<file path="src/rtl/tlb_fa_prot_pkg.sv">
package tlb_fa_prot_pkg;
    localparam logic [1:0] ACC_READ  = 2'd0;
    localparam logic [1:0] ACC_WRITE = 2'd1;
    localparam logic [1:0] ACC_FETCH = 2'd2;

    typedef struct packed {
        logic rd;
        logic wr;
        logic ex;
        logic usr;
    } perm_t;

    typedef enum logic [0:0] {
        WS_IDLE    = 1'b0,
        WS_PENDING = 1'b1
    } walk_state_e;
endpackage

</file>
<file path="src/rtl/tlb_cam.sv">
module tlb_cam #(
    parameter int ENTRIES = 32,
    parameter int VPN_W   = 20
) (
    input  logic [ENTRIES-1:0] valid_i,
    input  logic [VPN_W-1:0]   tags_i [ENTRIES],
    input  logic [VPN_W-1:0]   key_i,
    output logic [ENTRIES-1:0] match_o
);
    for (genvar g = 0; g < ENTRIES; g++) begin : g_cmp
        assign match_o[g] = valid_i[g] && (tags_i[g] == key_i);
    end
endmodule

</file>
<file path="src/rtl/tlb_perm.sv">
module tlb_perm
    import tlb_fa_prot_pkg::*;
(
    input  perm_t      perm_i,
    input  logic       dirty_i,
    input  logic [1:0] acc_i,
    input  logic       user_i,
    output logic       allow_o,
    output logic       dirty_miss_o
);
    logic type_ok;
    logic priv_ok;

    always_comb begin
        unique case (acc_i)
            ACC_READ:  type_ok = perm_i.rd;
            ACC_WRITE: type_ok = perm_i.wr;
            ACC_FETCH: type_ok = perm_i.ex;
            default:   type_ok = 1'b0;
        endcase
        priv_ok      = (perm_i.usr == user_i);
        allow_o      = type_ok && priv_ok;
        dirty_miss_o = allow_o && (acc_i == ACC_WRITE) && !dirty_i;
    end
endmodule

</file>
<file path="src/rtl/tlb_victim.sv">
module tlb_victim #(
    parameter int ENTRIES = 32,
    localparam int IDX_W  = $clog2(ENTRIES)
) (
    input  logic [ENTRIES-1:0] valid_i,
    input  logic [ENTRIES-1:0] same_i,
    input  logic [IDX_W-1:0]   ptr_i,
    output logic [IDX_W-1:0]   idx_o,
    output logic               use_ptr_o
);
    logic             any_same;
    logic             any_free;
    logic [IDX_W-1:0] same_idx;
    logic [IDX_W-1:0] free_idx;

    always_comb begin
        any_same = 1'b0;
        any_free = 1'b0;
        same_idx = '0;
        free_idx = '0;
        for (int i = ENTRIES - 1; i >= 0; i--) begin
            if (same_i[i]) begin
                any_same = 1'b1;
                same_idx = IDX_W'(i);
            end
            if (!valid_i[i]) begin
                any_free = 1'b1;
                free_idx = IDX_W'(i);
            end
        end
        if (any_same) begin
            idx_o     = same_idx;
            use_ptr_o = 1'b0;
        end else if (any_free) begin
            idx_o     = free_idx;
            use_ptr_o = 1'b0;
        end else begin
            idx_o     = ptr_i;
            use_ptr_o = 1'b1;
        end
    end
endmodule

</file>
<file path="src/rtl/tlb_fa_prot.sv">
module tlb_fa_prot
    import tlb_fa_prot_pkg::*;
#(
    parameter int ENTRIES = 32,
    parameter int VPN_W   = 20,
    parameter int PPN_W   = 22
) (
    input  logic             clk,
    input  logic             rst_n,
    input  logic             flush,
    input  logic             lk_valid,
    input  logic [VPN_W-1:0] lk_vpn,
    input  logic [1:0]       lk_acc,
    input  logic             lk_user,
    output logic             lk_hit,
    output logic             lk_miss,
    output logic             lk_fault,
    output logic [PPN_W-1:0] lk_ppn,
    output logic             walk_req,
    output logic [VPN_W-1:0] walk_vpn,
    input  logic             rf_valid,
    input  logic [VPN_W-1:0] rf_vpn,
    input  logic [PPN_W-1:0] rf_ppn,
    input  logic             rf_r,
    input  logic             rf_w,
    input  logic             rf_x,
    input  logic             rf_u,
    input  logic             rf_dirty
);
    localparam int IDX_W = $clog2(ENTRIES);
    localparam logic [IDX_W-1:0] LAST_IDX = IDX_W'(ENTRIES - 1);

    logic [ENTRIES-1:0] valid_q;
    logic [ENTRIES-1:0] dirty_q;
    logic [VPN_W-1:0]   tag_q  [ENTRIES];
    logic [PPN_W-1:0]   ppn_q  [ENTRIES];
    perm_t              perm_q [ENTRIES];
    logic [IDX_W-1:0]   ptr_q;

    logic [ENTRIES-1:0] lk_match;
    logic [ENTRIES-1:0] rf_match;
    logic [IDX_W-1:0]   rf_idx;
    logic               rf_use_ptr;
    logic               rf_take;

    logic               any_match;
    perm_t              sel_perm;
    logic               sel_dirty;
    logic [PPN_W-1:0]   sel_ppn;
    logic               allow;
    logic               dirty_miss;

    walk_state_e        state_q;
    walk_state_e        state_d;

    tlb_cam #(.ENTRIES(ENTRIES), .VPN_W(VPN_W)) u_cam_lk (
        .valid_i (valid_q),
        .tags_i  (tag_q),
        .key_i   (lk_vpn),
        .match_o (lk_match)
    );

    tlb_cam #(.ENTRIES(ENTRIES), .VPN_W(VPN_W)) u_cam_rf (
        .valid_i (valid_q),
        .tags_i  (tag_q),
        .key_i   (rf_vpn),
        .match_o (rf_match)
    );

    tlb_victim #(.ENTRIES(ENTRIES)) u_victim (
        .valid_i   (valid_q),
        .same_i    (rf_match),
        .ptr_i     (ptr_q),
        .idx_o     (rf_idx),
        .use_ptr_o (rf_use_ptr)
    );

    // Tags are kept unique, so an AND-OR select over the match vector is safe.
    always_comb begin
        any_match = |lk_match;
        sel_perm  = '0;
        sel_dirty = 1'b0;
        sel_ppn   = '0;
        for (int i = 0; i < ENTRIES; i++) begin
            if (lk_match[i]) begin
                sel_perm  = sel_perm | perm_q[i];
                sel_dirty = sel_dirty | dirty_q[i];
                sel_ppn   = sel_ppn | ppn_q[i];
            end
        end
    end

    tlb_perm u_perm (
        .perm_i       (sel_perm),
        .dirty_i      (sel_dirty),
        .acc_i        (lk_acc),
        .user_i       (lk_user),
        .allow_o      (allow),
        .dirty_miss_o (dirty_miss)
    );

    always_comb begin
        lk_hit   = lk_valid && any_match && allow && !dirty_miss;
        lk_fault = lk_valid && any_match && !allow;
        lk_miss  = lk_valid && (!any_match || dirty_miss);
        lk_ppn   = lk_hit ? sel_ppn : '0;
    end

    // Entry array: flush wins over a refill in the same cycle.
    assign rf_take = rf_valid && !flush;

    always_ff @(posedge clk or negedge rst_n) begin
        if (!rst_n) begin
            valid_q <= '0;
            dirty_q <= '0;
            ptr_q   <= '0;
        end else if (flush) begin
            valid_q <= '0;
        end else if (rf_take) begin
            valid_q[rf_idx] <= 1'b1;
            dirty_q[rf_idx] <= rf_dirty;
            if (rf_use_ptr) begin
                ptr_q <= (ptr_q == LAST_IDX) ? '0 : ptr_q + 1'b1;
            end
        end
    end

    always_ff @(posedge clk) begin
        if (rf_take) begin
            tag_q[rf_idx]  <= rf_vpn;
            ppn_q[rf_idx]  <= rf_ppn;
            perm_q[rf_idx] <= '{rd: rf_r, wr: rf_w, ex: rf_x, usr: rf_u};
        end
    end

    // Walk request controller: state register.
    always_ff @(posedge clk or negedge rst_n) begin
        if (!rst_n) begin
            state_q  <= WS_IDLE;
            walk_vpn <= '0;
        end else begin
            state_q <= state_d;
            if (state_q == WS_IDLE && state_d == WS_PENDING) begin
                walk_vpn <= lk_vpn;
            end
        end
    end

    // Walk request controller: next state.
    always_comb begin
        state_d = state_q;
        unique case (state_q)
            WS_IDLE:    if (!flush && lk_miss) state_d = WS_PENDING;
            WS_PENDING: if (flush || rf_valid) state_d = WS_IDLE;
            default:    state_d = WS_IDLE;
        endcase
    end

    // Walk request controller: outputs.
    always_comb begin
        unique case (state_q)
            WS_PENDING: walk_req = 1'b1;
            default:    walk_req = 1'b0;
        endcase
    end
endmodule

</file>
<file path="config.mk">
export PLATFORM = sky130hd
export DESIGN_NAME = tlb_fa_prot
export DESIGN_NICKNAME = d
export VERILOG_FILES = /design/src/rtl/tlb_fa_prot_pkg.sv /design/src/rtl/tlb_cam.sv /design/src/rtl/tlb_perm.sv /design/src/rtl/tlb_victim.sv /design/src/rtl/tlb_fa_prot.sv
export SDC_FILE = /design/constraint.sdc
export NUM_CORES = 2
export LEC_CHECK = 0
export BUFFER_PORTS_ARGS = -buffer_cell sky130_fd_sc_hd__buf_2
export CORE_ASPECT_RATIO = 1.5
export CORE_UTILIZATION = 50
export CTS_BUF_LIST = sky130_fd_sc_hd__clkbuf_8
export CTS_CLUSTER_DIAMETER = 150
export CTS_CLUSTER_SIZE = 25
export DETAILED_ROUTE_END_ITERATION = 10
export PLACE_DENSITY_LB_ADDON = 0.25
export SLEW_MARGIN = 25
export SYNTH_ARGS = -nofsm -noshare
export SYNTH_HDL_FRONTEND = slang
export SYNTH_HIERARCHICAL = 1
export SYNTH_SLANG_ARGS = --single-unit
</file>
<file path="constraint.sdc">
create_clock -name clk -period 11.09 [get_ports clk]
set_input_delay 2.218 -clock clk [delete_from_list [all_inputs] [get_ports clk]]
set_output_delay 2.218 -clock clk [all_outputs]
set_load 0.005 [all_outputs]
</file>
# After elaboration in Yosys (flattened, before gate mapping)
# Memory sizes are Yosys's and may differ from the RTL's.
# Index checks and enable logic that the tools add are counted.
op_classes:
  n_mul: 0
  div_mod_pow: 0
  eq_ne: 68
  n_bitwise: 97
  addsub: 1
  reduce_logical: 89
  shifts: 0
  magnitude_cmp: 4
  n_mux: 245
op_table:
  columns: ["cell", "count"]
  rows:
  - ["== test 20 bit", 64]
  - ["2-to-1 mux 22 bit", 33]
  - ["OR 22 bit", 31]
  - ["bitwise mux 640 bit", 1]
  - ["2-to-1 mux 5 bit", 67]
  - ["2-to-1 mux 4 bit", 32]
  - ["OR 4 bit", 31]
  - ["2-to-1 mux 1 bit", 104]
  - ["demux 20 bit (select 5 bit)", 1]
  - ["logical AND 1 bit", 77]
  - ["2-to-1 mux 32 bit", 2]
  - ["bitwise mux 32 bit", 1]
  - ["OR 32 bit", 1]
  - ["OR reduction 32 bit", 1]
  - ["OR 1 bit", 31]
  - ["2-to-1 mux 20 bit", 1]
  - ["greater-or-equal comparator 6 bit, second input constant", 1]
  - ["less-than comparator 5 x 6 -> 1 bit, second input constant", 1]
  - ["less-than comparator 6 x 1 -> 1 bit, second input constant", 1]
  - ["NOT 5 -> 6 bit", 1]
  - ["adder 5 x 1 -> 5 bit, second input constant", 1]
  - ["demux 1 bit (select 5 bit)", 1]
  - ["== test 5 bit, second input constant", 1]
  - ["greater-or-equal comparator 5 x 1 -> 1 bit, second input constant", 1]
  - ["12 further kinds", 18]
word_totals:
  inputBits: 75
  mem_bits_rw: 832
  rom_bits: 0
  n_memories: 2
  reg_bits: 730
  latchBits: 0
mem_list:
  columns: ["name", "depth", "width", "read_ports", "rd_clocked_by_memory_dff", "wr", "line_no", "text"]
  rows:
  - ["ppn_q", 32, 22, 32, 0, 1, "tlb_fa_prot.sv:36", "logic [PPN_W-1:0] ppn_q [ENTRIES];"]
  - ["perm_q", 32, 4, 32, 0, 1, "tlb_fa_prot.sv:37", "perm_t perm_q [ENTRIES];"]

# Longest topological paths before layout
logic_depth:
  word_depth: 75
  ltp_mapped: 17

# Modules after synthesis
# The synthesis kept the hierarchy.
modules_own_cells:
  columns: ["mod", "area_each_um2", "n_inst", "seq_area_each_um2", "cells_per_inst"]
  rows:
  - ["tlb_fa_prot", 53218.5, 1, 46454.6, 2587]
  - ["tlb_cam", 7823.8, 2, 0.0, 944]
  - ["tlb_victim", 814.5, 1, 0.0, 138]
  - ["tlb_perm", 51.3, 1, 0.0, 6]

# Worst setup path after synthesis
# Ideal clock, no wire load.
synth_timing:
  kind: "input port to flip-flop"
  from: "in rf_vpn[12]"
  to: "reg dirty_q[8]"
  stages: 17
  arrival_ps: 7591
  path_buffers: 5
  required_time_ps: 10964
  setup_ps: 126
  slack_ps: 3373
  path_cell_list: "buf_2 buf_6 buf_2 xnor2_1 nand3_1 nor4_2 or4_4 or2_4 nor4_4 and2_4 nand2_1 o21ai_1 buf_2 or3b_2 clkbuf_1 nor2_1 mux2_2"
synth_between:
  elab_cells_between_ends: 135
  classes_between: "order compare (2); eq/ne (32); mux (68); reduce/logical (33)"
synth_lines:
  columns: ["element", "line_no", "text"]
  rows:
  - ["from (decl)", "tlb_fa_prot.sv:22", "input logic [VPN_W-1:0] rf_vpn,"]
  - ["== test 20 bit *", "tlb_cam.sv:11", "assign match_o[g] = valid_i[g] && (tags_i[g] == key_i);"]
  - ["logical AND 1 bit *", "tlb_cam.sv:11", null]
  - ["via rf_match[15]", "tlb_fa_prot.sv:41", "logic [ENTRIES-1:0] rf_match;"]
  - ["2-to-1 mux 5 bit / 2-to-1 mux 1 bit (equally long branches) (16 in series)", "tlb_victim.sv:22", "if (same_i[i]) begin"]
  - ["2-to-1 mux 5 bit *", "tlb_victim.sv:31", "if (any_same) begin"]
  - ["via rf_idx[3]", "tlb_fa_prot.sv:42", "logic [IDX_W-1:0] rf_idx;"]
  - ["less-than comparator 5 x 6 -> 1 bit (implied by the code) / greater-or-equal comparator 5 x 1 -> 1 bit (equally long branches)", "tlb_fa_prot.sv:121", "dirty_q[rf_idx] <= rf_dirty;"]
  - ["logical AND 1 bit (implied by the code)", "tlb_fa_prot.sv:121", null]
  - ["2-to-1 mux 1 bit (implied by the code)", "tlb_fa_prot.sv:121", null]
  - ["demux 1 bit (select 5 bit) *", "tlb_fa_prot.sv:121", null]
  - ["bitwise mux 32 bit *", "tlb_fa_prot.sv:121", null]
  - ["to (signal, indexed assignment)", "tlb_fa_prot.sv:121", null]
  - ["to (decl)", "tlb_fa_prot.sv:34", "logic [ENTRIES-1:0] dirty_q;"]
# The timed path passes the listed nets; every way through them passes the cells marked *.
# A chain may end at the register's enable or synchronous reset.

==> flow_summary_export.csv <==
group,metric,value,unit
sta,grt_setup_unrepaired,"no",
synth,yosysSeqAreaShare,0.666,
synth,postSynthAreaPerCell,15.1,µm²
setup_path,reg_to_reg_critical_path_startpoint,"tag_q[279]$_DFFE_PP_",
synth,post_synth_instance_area,69700,µm²
drt,drcViolationCount,0,
drt,detail_route.first_pass.iterations,5,
power_and_ir_drop,power.leakage,0.0233,µW
placement,io_buffer_count,120,
final_layout,flow.area_growth_from_synthesis,7.49,%
drt,vias,43700,
floorplanning,die_height,459,µm
grt,first_global_vias,42800,
drt,via_per_inst,6.56,
sta,timing.final.crit_period,9450,ps
hold_path,timing.hold.worst.class,"flip-flop to flip-flop",
setup_path,startpoint_of_the_most_critical_setup_path,"lk_vpn[10]",
clock_network,clkSlewWorstSetupHoldPaths,150,ps
placement,place_congestion,0.941,
setup_path,cp.required,8870,ps
floorplanning,placement_rows,167,
final_layout,layout_common_cells,"1,472 x sky130_fd_sc_hd__edfxtp_1, 768 x sky130_fd_sc_hd__xnor2_1, 513 x sky130_fd_sc_hd__xor2_1",
final_layout,fin_cells,6659,
synth,netlist.top_cell.by_area,"sky130_fd_sc_hd__edfxtp_1",
drt,route.final.wire_length,236000,µm
setup_path,max_fo_critical_path,23,
final_layout,layout-drive-gt1-share,0.128,
placement,count_of_placed_standard_cells_including_taps,6551,
grt,grt.total_usage,0.331,
grt,first_pass_grt_wire_length,325000,µm
clock_network,clk_latency,890,ps
synth,ys.warnings.count,6,
power_and_ir_drop,max-vdd-ir-drop,0.142,mV
clock_network,num_cts_buffers,72,
floorplanning,io_pins,121,
floorplanning,area_of_the_die,141000,µm²
sta,max_clock_freq,106,MHz
power_and_ir_drop,cellPowerDensity,128,nW/µm²
flow_run,max_cap_violations,0,
floorplanning,coreArea,138000,µm²
final_layout,fin_util,0.542,
floorplanning,die_w,307,µm
sta,final-hold-violation-count,0,
synth,syn_inst,4619,
sta,timing.slew.headroom,0.216,
setup_path,cp.arrival,7230,ps
clock_network,cts_tree,"built",
grt,global_route.overflow_total,0,
synth,synth_top_area_share,0.634,
sta,slew_viol_final,0,
synth,synth_area_leaders,"sky130_fd_sc_hd__edfxtp_1 63%, sky130_fd_sc_hd__xnor2_1 9.6%, sky130_fd_sc_hd__xor2_1 6.4%",
clock_network,cts_repair_resize_count,0,
final_layout,fillerInstances,11200,
setup_path,cpLargestDelayFamily,"compound AO/OA/AOI/OAI gates",
final_layout,layout.cells.most_common,"sky130_fd_sc_hd__edfxtp_1",
clock_network,postCtsSetupRepairBufs,0,
setup_path,critPathBufInv,4,
hold_path,hold_path_start,"dirty_q[20]$_DFFE_PN0P_",
sta,tns,0,ps
final_layout,fin_nets,4844,
synth,synth-edff-count,1472,
drt,ant_nets,0,
clock_network,root_buffer,"sky130_fd_sc_hd__clkbuf_8",
sta,layout_worst_path_cycle_share,0.852,
setup_path,cp_cell_sequence,"buf_2, buf_4, xor2_1, nor4_1, nand3_1, nor4_4, buf_4, a22oi_1, nand3_1, or4_1, nor2b_1, a211oi_1, a211oi_1, o2111ai_4, a31oi_1, buf_2",
synth,synth_ff_type,"sky130_fd_sc_hd__edfxtp_1",
setup_path,slowest_stage,"sky130_fd_sc_hd__buf_2",
grt,grt_antenna_before_repair,6,
setup_path,worstSetupStartpointType,"input port",
setup_path,type_of_element_capturing_the_critical_path,"output pin",
clock_network,clock_path_buffers,3,
placement,place_hpwl,151000,µm
sta,report.final.setup_viol,0,
clock_network,htreeDepth,3,
floorplanning,initial_utilization,0.504,
synth,ys_seq_elements,1562,
clock_network,cts_sinks,1562,
synth,ffs_w_async_s_r_synth,0.0576,
setup_path,path_class,"input port to output pin",
drt,drt_iter0_drc,5268,
grt,grt_max_degree,53,
setup_path,critical_path.max_stage_delay,650,ps
synth,post_synth_num_cell_types,63,
sta,finalClockSkew,60.6,ps
drt,route.detailed.wl_per_inst,35.4,µm
sta,timing_worst_slew_pin_value,1170,ps
outcome,run_status,"completed",
clock_network,holdBufCountCts,0,
synth,synthesis.nets,4696,
## power by group
group | switching (µW) | internal (µW) | total, µW
clock | 1740 | 626 | 2370
sequential | 26.6 | 6480 | 6500
combinational | 474 | 225 | 699
## cells by family after synthesis
group / share of synthesized area
multiplexers: 0.00565
buffers and inverters: 0.0278
AO/OA/AOI/OAI: 0.0647
XOR/XNOR: 0.161
flip-flops: 0.666
adder cells (fa/ha/maj): 0.000359
AND/OR/NAND/NOR: 0.0744
## synthesized netlist by cell type, types with 46 or more instances
library cell / n
sky130_fd_sc_hd__a221oi_1: 57
sky130_fd_sc_hd__a22o_1: 56
sky130_fd_sc_hd__a22oi_1: 324
sky130_fd_sc_hd__and3_1: 66
sky130_fd_sc_hd__buf_2: 112
sky130_fd_sc_hd__buf_6: 56
sky130_fd_sc_hd__clkbuf_1: 76
sky130_fd_sc_hd__dfrtp_1: 90
sky130_fd_sc_hd__edfxtp_1: 1472
sky130_fd_sc_hd__inv_1: 46
sky130_fd_sc_hd__nand3_1: 103
sky130_fd_sc_hd__nand4_1: 258
sky130_fd_sc_hd__nor2_1: 70
sky130_fd_sc_hd__nor4_1: 128
sky130_fd_sc_hd__nor4_2: 84
sky130_fd_sc_hd__xnor2_1: 768
sky130_fd_sc_hd__xor2_1: 513
## state kept, by name (all words and copies together) (netlist names)
name / count
ppn_q: 704
tag_q: 640
perm_q: 128
dirty_q: 32
valid_q: 32
walk_vpn: 20
ptr_q: 5
state_q: 1
## stage by stage
stage | hold WS (ps) | area (µm²) | setup slack, ps | power, µW
after floorplan | 459 | 69700 | 3370 | 7020
after global placement | 487 | 73500 | 1670 | 7320
after detailed placement | 490 | 73800 | 1830 | 7330
after CTS | 521 | 74900 | 1810 | 9580
after global routing | 542 | 75000 | 1600 | 9780
final | 528 | 75000 | 1640 | 9570
## worst register-to-register path, delay by kind of cell (launching register included)
family | cells | cell delay [ps]
compound gates | 1 | 70
xor+xnor | 1 | 170
buf+inv | 1 | 690
flops | 1 | 830
simple gates | 8 | 4060
## layer usage
metal  global-route usage  wire [µm]  up-vias  part of all wire
li1                     -          -    17800                 -
met1                0.395      82800    22400              0.35
met2                0.557     115000     2727              0.49
met3               0.0422      19100      724             0.081
met4                0.232      18700        8             0.079
met5                    0         53        -           0.00022
## final cells by class
class | count | area [µm²] | area share
antenna | 2 | 5.00 | 0.0000668
timing repair buffer | 368 | 2980 | 0.0397
multi-input combinational | 2717 | 21900 | 0.292
sequential | 1562 | 46500 | 0.620
tap | 1859 | 2330 | 0.0310
inverter | 46 | 173 | 0.00230
clock buffer | 73 | 1000 | 0.0134
clock inverter | 32 | 161 | 0.00215
## final timing paths
| check | to | slack (ps) | cells after the start |
|---|---|---|---|
| max reg2reg | ppn_q[22][3]$_DFFE_PP_ | 4900 | 11 |
| max | lk_ppn[15] | 1640 | 16 |
| min reg2reg | dirty_q[20]$_DFFE_PN0P_ | 530 | 1 |
| max in group asynchronous | dirty_q[9]$_DFFE_PN0P_ | 8540 | 2 |
| min | dirty_q[20]$_DFFE_PN0P_ | 530 | 1 |
| min in group asynchronous | valid_q[13]$_DFFE_PN0P_ | 1360 | 1 |
Note: power is estimated with default switching activity, not from simulation.
